===== config.mk =====
export PLATFORM = sky130hd
export DESIGN_NAME = hb_gate_ctrl
export DESIGN_NICKNAME = d
export VERILOG_FILES = /design/src/rtl/hbg_pkg.sv /design/src/rtl/hbg_pulse_filter.sv /design/src/rtl/hbg_dead_interlock.sv /design/src/rtl/hb_gate_ctrl.sv
export SDC_FILE = /design/constraint.sdc
export NUM_CORES = 1
export LEC_CHECK = 0
export BUFFER_PORTS_ARGS = -buffer_cell sky130_fd_sc_hd__buf_2
export CORE_MARGIN = 1
export CORE_UTILIZATION = 38
export CTS_CLUSTER_SIZE = 24
export DETAILED_ROUTE_END_ITERATION = 16
export PLACE_DENSITY_LB_ADDON = 0.15
export SYNTH_ARGS = -nofsm -noshare
export SYNTH_HDL_FRONTEND = slang
export SYNTH_SLANG_ARGS = --single-unit

===== constraint.sdc =====
create_clock -name clk -period 2.4 [get_ports clk]
set_input_delay 0.48 -clock clk [delete_from_list [all_inputs] [get_ports clk]]
set_output_delay 0.48 -clock clk [all_outputs]
set_load 0.03 [all_outputs]

===== src/rtl/hbg_pkg.sv =====
package hbg_pkg;

    localparam int TIME_W = 16;

    typedef logic [TIME_W-1:0] cyc_t;

    typedef enum logic [1:0] {
        MODE_SLOW   = 2'b00,
        MODE_FAST   = 2'b01,
        MODE_PASS   = 2'b10,
        MODE_PASS_B = 2'b11
    } drv_mode_e;

    typedef struct packed {
        cyc_t filt_len;
        cyc_t dead_len;
        logic pass;
    } timing_t;

    function automatic timing_t pick_timing(drv_mode_e m,
                                            cyc_t filt_slow, cyc_t filt_fast,
                                            cyc_t dead_slow, cyc_t dead_fast);
        timing_t t;
        t.filt_len = filt_slow;
        t.dead_len = dead_slow;
        t.pass     = 1'b0;
        unique case (m)
            MODE_SLOW: ;
            MODE_FAST: begin
                t.filt_len = filt_fast;
                t.dead_len = dead_fast;
            end
            MODE_PASS, MODE_PASS_B: begin
                t.dead_len = '0;
                t.pass     = 1'b1;
            end
            default: ;
        endcase
        return t;
    endfunction

    // Partner may rise once its "off" counter shows dead-1 full cycles.
    function automatic logic dead_done(cyc_t cnt, cyc_t dead);
        return (dead == '0) || (cnt >= dead - cyc_t'(1));
    endfunction

    function automatic logic filt_expired(cyc_t cnt, cyc_t len);
        return (len == '0) || (cnt >= len - cyc_t'(1));
    endfunction

endpackage


===== src/rtl/hbg_pulse_filter.sv =====
module hbg_pulse_filter
    import hbg_pkg::*;
(
    input  logic clk,
    input  logic rst,
    input  cyc_t len,
    input  logic din,
    output logic q
);

    cyc_t run_cnt;
    logic level_q;

    always_ff @(posedge clk) begin
        if (rst) begin
            level_q <= 1'b0;
            run_cnt <= '0;
        end else if (din == level_q) begin
            run_cnt <= '0;
        end else if (filt_expired(run_cnt, len)) begin
            level_q <= din;
            run_cnt <= '0;
        end else begin
            run_cnt <= run_cnt + cyc_t'(1);
        end
    end

    assign q = level_q;

    // the filtered level only ever moves to the value the input had
    p_flip_to_input_r3: assert property (@(posedge clk) disable iff (rst)
        (q != $past(q)) |-> (q == $past(din)));

    // an input matching the filtered level leaves it unchanged
    p_match_holds_r2: assert property (@(posedge clk) disable iff (rst)
        (din == q) |=> $stable(q));

endmodule


===== src/rtl/hbg_dead_interlock.sv =====
module hbg_dead_interlock
    import hbg_pkg::*;
(
    input  logic       clk,
    input  logic       rst,
    input  logic       pass,
    input  cyc_t       dead,
    input  logic [1:0] req,
    output logic [1:0] gate
);

    localparam int SIDES = 2;

    logic [SIDES-1:0] gate_v;

    for (genvar s = 0; s < SIDES; s++) begin : g_side
        localparam int OTH = SIDES - 1 - s;

        cyc_t off_cnt;   // cycles the partner output has been low
        logic gate_q;
        logic excl_req;
        logic may_rise;

        always_comb begin
            excl_req = req[s] & ~req[OTH];
            may_rise = excl_req & ~gate_v[OTH] & dead_done(off_cnt, dead);
        end

        always_ff @(posedge clk) begin
            if (rst) begin
                gate_q  <= 1'b0;
                off_cnt <= '1;
            end else begin
                if (pass) begin
                    gate_q <= req[s];
                end else begin
                    gate_q <= may_rise;
                end
                if (gate_v[OTH]) begin
                    off_cnt <= '0;
                end else if (off_cnt != '1) begin
                    off_cnt <= off_cnt + cyc_t'(1);
                end
            end
        end

        assign gate_v[s] = gate_q;

        // a dropped request turns the output off next cycle
        p_off_next_r10: assert property (@(posedge clk) disable iff (rst)
            !req[s] |=> !gate_v[s]);

        // an interlocked rise never follows a cycle with the partner on
        p_gap_before_rise_r5: assert property (@(posedge clk) disable iff (rst)
            (!$past(pass) && $rose(gate_v[s])) |-> !$past(gate_v[OTH]));
    end

    assign gate = gate_v;

    // no overlap while interlocked
    p_no_overlap_r6: assert property (@(posedge clk) disable iff (rst)
        (!pass && !$past(pass)) |-> !(gate_v[0] && gate_v[1]));

    // two live requests force both outputs off
    p_both_req_off_r7: assert property (@(posedge clk) disable iff (rst)
        (!pass && req[0] && req[1]) |=> (gate_v == 2'b00));

    // pass-through copies requests one cycle later
    p_pass_copy_r9: assert property (@(posedge clk) disable iff (rst)
        pass |=> (gate_v == $past(req)));

endmodule


===== src/rtl/hb_gate_ctrl.sv =====
module hb_gate_ctrl
    import hbg_pkg::*;
#(
    parameter int FILT_IGBT_CYC = 20,
    parameter int FILT_FET_CYC  = 8,
    parameter int DEAD_IGBT_CYC = 38,
    parameter int DEAD_FET_CYC  = 8
) (
    input  logic       clk,
    input  logic       rst,
    input  logic [1:0] mode,
    input  logic       cmd_hi,
    input  logic       cmd_lo,
    output logic       gate_hi,
    output logic       gate_lo
);

    localparam int SIDES = 2;
    localparam int SIDE_HI = 0;
    localparam int SIDE_LO = 1;

    timing_t          tim;
    logic [SIDES-1:0] cmd_v;
    logic [SIDES-1:0] filt_v;
    logic [SIDES-1:0] gate_v;

    always_comb begin
        tim = pick_timing(drv_mode_e'(mode),
                          cyc_t'(FILT_IGBT_CYC), cyc_t'(FILT_FET_CYC),
                          cyc_t'(DEAD_IGBT_CYC), cyc_t'(DEAD_FET_CYC));
    end

    assign cmd_v[SIDE_HI] = cmd_hi;
    assign cmd_v[SIDE_LO] = cmd_lo;

    for (genvar s = 0; s < SIDES; s++) begin : g_filt
        hbg_pulse_filter u_filt (
            .clk (clk),
            .rst (rst),
            .len (tim.filt_len),
            .din (cmd_v[s]),
            .q   (filt_v[s])
        );
    end

    hbg_dead_interlock u_seq (
        .clk  (clk),
        .rst  (rst),
        .pass (tim.pass),
        .dead (tim.dead_len),
        .req  (filt_v),
        .gate (gate_v)
    );

    assign gate_hi = gate_v[SIDE_HI];
    assign gate_lo = gate_v[SIDE_LO];

    // outputs are off in the cycle after reset
    p_reset_off_r1: assert property (@(posedge clk)
        rst |=> (!gate_hi && !gate_lo));

endmodule


==> impl_metrics.env <==
export IMPL_drv_cap=0
export IMPL_grt_max_degree=23
export IMPL_fin_crit_sh_pct=82.41
export IMPL_drt_wl_total_um=8039
export IMPL_avgRoutedWirePerCell_um=15.28
export IMPL_slowest_delay_ns=0.52
export IMPL_cts_resized=0
export IMPL_synth_seq_cells=68
export IMPL_die_h_um=98.24
export IMPL_yosysWarnings=0
export IMPL_clk_path_buf_depth=2
export IMPL_vias=2956
export IMPL_setup_viol=0
export IMPL_path_cells="ha_1, a211o_1, maj3_2, or4_4, nor2_1"
export IMPL_grt_usage_pct=18.19
export IMPL_ir_worst_vdd_mv=0.4024
export IMPL_worst_path_max_delay_cell="or4_4"
export IMPL_antenna_found_initial=0
export IMPL_switchingPower_w=0.002170
export IMPL_seq_area_frac_synth_pct=38.68
export IMPL_grt_pass1_wl_um=14010
export IMPL_internal_power_w=0.002759
export IMPL_seqPwrFrac_pct=36.8
export IMPL_synth_cell_type_count=59
export IMPL_r2r_slack_ns=0.42
export IMPL_drc=0
export IMPL_grt_setup_unrepaired="false"
export IMPL_whs_path_depth=3
export IMPL_ys_async_sr_fraction_pct=0
export IMPL_critPathLaunchType="flop"
export IMPL_slew_violations=0
export IMPL_rows=34
export IMPL_cts_buffers=9
export IMPL_worst_clock_skew_ns=0.01119
export IMPL_avgSynthCellArea_um2=9.190
export IMPL_die_area_um2=9651
export IMPL_io_pins=8
export IMPL_ys_top_cells_by_count="68 x dfxtp_1, 32 x ha_1, 27 x nor2_1"
export IMPL_initial_core_util_pct=39.78
export IMPL_dominantRegCellSynth="dfxtp_1"
export IMPL_path_delay_family="simple AND/OR/NAND/NOR gates"
export IMPL_insertion_delay_ns=0.35
export IMPL_synth_largest_area_cell="dfxtp_1"
export IMPL_tns_ns=0
export IMPL_power_density_nw_per_um2=1248
export IMPL_reg2reg_depth=5
export IMPL_clock_sinks=68
export IMPL_total_power_w=0.004929
export IMPL_slew_headroom_pct=62.91
export IMPL_worst_setup_hold_path_clk_slew_ns=0.08
export IMPL_outcome="completed"
export IMPL_cp_data_arrival_time_ns=2.26
export IMPL_dr_pass1_iters=6
export IMPL_cts_tree="yes"
export IMPL_grt_overflow_total=0
export IMPL_nNetsFinal=451
export IMPL_vias_per_cell=5.620
export IMPL_cp_max_fo=5
export IMPL_reg2reg_to="g_filt[0].u_filt.run_cnt[3]"
export IMPL_comb_power_share_pct=43.2
export IMPL_cp_num_buf_inv=0
export IMPL_period_needed_ns=1.978
export IMPL_portBuffers=7
export IMPL_grt_pass1_vias=2825
export IMPL_synthCells=383
export IMPL_cts_root_buf="clkbuf_8"
export IMPL_cts_setup_buffers=0
export IMPL_hp_class="input pin to flop"
export IMPL_core_um2=8848
export IMPL_synthTopCellsByArea="dfxtp_1 39%, ha_1 11%, nor2_1 2.9%, nand3_1 2.8%, nand2_1 2.6%"
export IMPL_gp_congestion=0.7996
export IMPL_drive_above_1_share_pct=10.77
export IMPL_critPathKind="flop to flop"
export IMPL_ant_nets=0
export IMPL_diodes=0
export IMPL_area_growth_pct=12.23
export IMPL_endpoint_kind="flop"
export IMPL_synth_top_area_share_pct=38.68
export IMPL_max_freq_mhz=505.6
export IMPL_holdCritStartpoint="cmd_hi"
export IMPL_syn_area_um2=3520
export IMPL_power_leakage_nw=1.643
export IMPL_synth_edff_count=0
export IMPL_worst_ep_required_time_ns=2.68
export IMPL_cts_htree_levels=3
export IMPL_cts_hold_buf=0
export IMPL_fp_dieW_um=98.24
export IMPL_first_iter_violations=122
export IMPL_p_sw_share_pct=44.03
export IMPL_worst_pin_slew_ns=0.5521
export IMPL_p_clk_share_pct=20.0
export IMPL_r2r_start="g_filt[0].u_filt.run_cnt[2]"
export IMPL_hold_violations=0
export IMPL_worstHoldEndpoint="g_filt[0].u_filt.q"
export IMPL_hpwlAfterDp_um=5769
export IMPL_yosysMostFrequentCell="dfxtp_1"
placed cells by master (no fill, tap or decap), types with 9 or more instances in the layout:
cell type and n:
nor4_1 9, nand4_1 12, nor2_1 27, nand3_1 20, clkbuf_8 9, o31ai_1 9, inv_1 15, o21ai_0 15
ha_1 32, dfxtp_1 68, nand2_1 24, conb_1 22, a21oi_1 16
stage by stage:
stage          area (µm²)  hold slack (ns)  cells  utilization, %  setup WS, ns
5_1_grt              3950           0.4270    526           44.64        0.2841
2_1_floorplan        3598           0.4179    404               -       0.02453
4_1_cts              3950           0.4153    526           44.64        0.4056
3_5_place_dp         3745           0.4440    510           42.32       0.06660
3_3_place_gp         3745           0.4256    510           42.32        0.1004
6_report             3950           0.4252    526           44.64        0.4221
how the worst max path moves through the flow:
stage / startpoint / cells after the start / end
finish: g_filt[0].u_filt.run_cnt[2] / 5 / g_filt[0].u_filt.run_cnt[3]
floorplan: mode[1] / 8 / g_filt[0].u_filt.run_cnt[2]
CTS: g_filt[0].u_filt.run_cnt[2] / 5 / g_filt[0].u_filt.run_cnt[3]
global route: u_seq.g_side[1].off_cnt[0] / 5 / u_seq.g_side[1].off_cnt[14]
detailed placement: mode[0] / 7 / g_filt[0].u_filt.run_cnt[2]
global placement: mode[1] / 8 / g_filt[0].u_filt.run_cnt[4]
area by class of cell:
| type | instances | area [µm²] |
|---|---|---|
| fillers | 904 | 4898 |
| multi-input cells | 304 | 2102 |
| flip-flops and latches | 68 | 1361 |
| well taps | 108 | 135.1 |
| clock buffers | 9 | 123.9 |
| clock inverters | 7 | 81.33 |
| repair buffers | 13 | 80.08 |
| inverters | 17 | 66.31 |
registers in the layout, indices dropped and copies added (netlist names):
signal                 count
u_seq.g_side.gate_q        2
g_filt.u_filt.q            2
g_filt.u_filt.run_cnt     32
u_seq.g_side.off_cnt      32
routing by layer:
| layer | GRT usage (%) | share of wire [%] |
|---|---|---|
| met2 | 28.11 | 44 |
| met1 | 24.99 | 50 |
| met4 | 8.037 | 1.8 |
| met5 | 0 | 0 |
| met3 | 2.935 | 3.6 |
cell families (layout without fill, tap and decap cells):
| logic type | count (synthesis) | after routing | synth area share [%] |
|---|---|---|---|
| buffers and inverters | 32 | 46 | 3.839 |
| flip-flops | 68 | 68 | 38.68 |
| other | 1 | 22 | 0.1065 |
| XOR/XNOR | 8 | 8 | 1.991 |
| multiplexers | 4 | 4 | 1.173 |
| AND/OR/NAND/NOR | 146 | 146 | 23.89 |
| adder cells (fa/ha/maj) | 34 | 34 | 12.02 |
| AO/OA/AOI/OAI | 90 | 90 | 18.31 |
worst register-to-register path, cell delays in order, from the launching register on:
cell	delay [ns]
dfxtp_1	0.41
ha_1	0.26
a211o_1	0.30
maj3_2	0.33
or4_4	0.52
nor2_1	0.11
power by group through the flow:
stage          Sequential, W  Clock [W]  Combinational (W)
2_1_floorplan        0.00167          0            0.00176
3_3_place_gp         0.00183          0            0.00205
3_5_place_dp         0.00183          0            0.00209
4_1_cts              0.00181    0.00102            0.00211
5_1_grt              0.00187    0.00106            0.00243
6_report             0.00181   0.000988            0.00213
No activity file was read; power rests on OpenSTA's default activity.
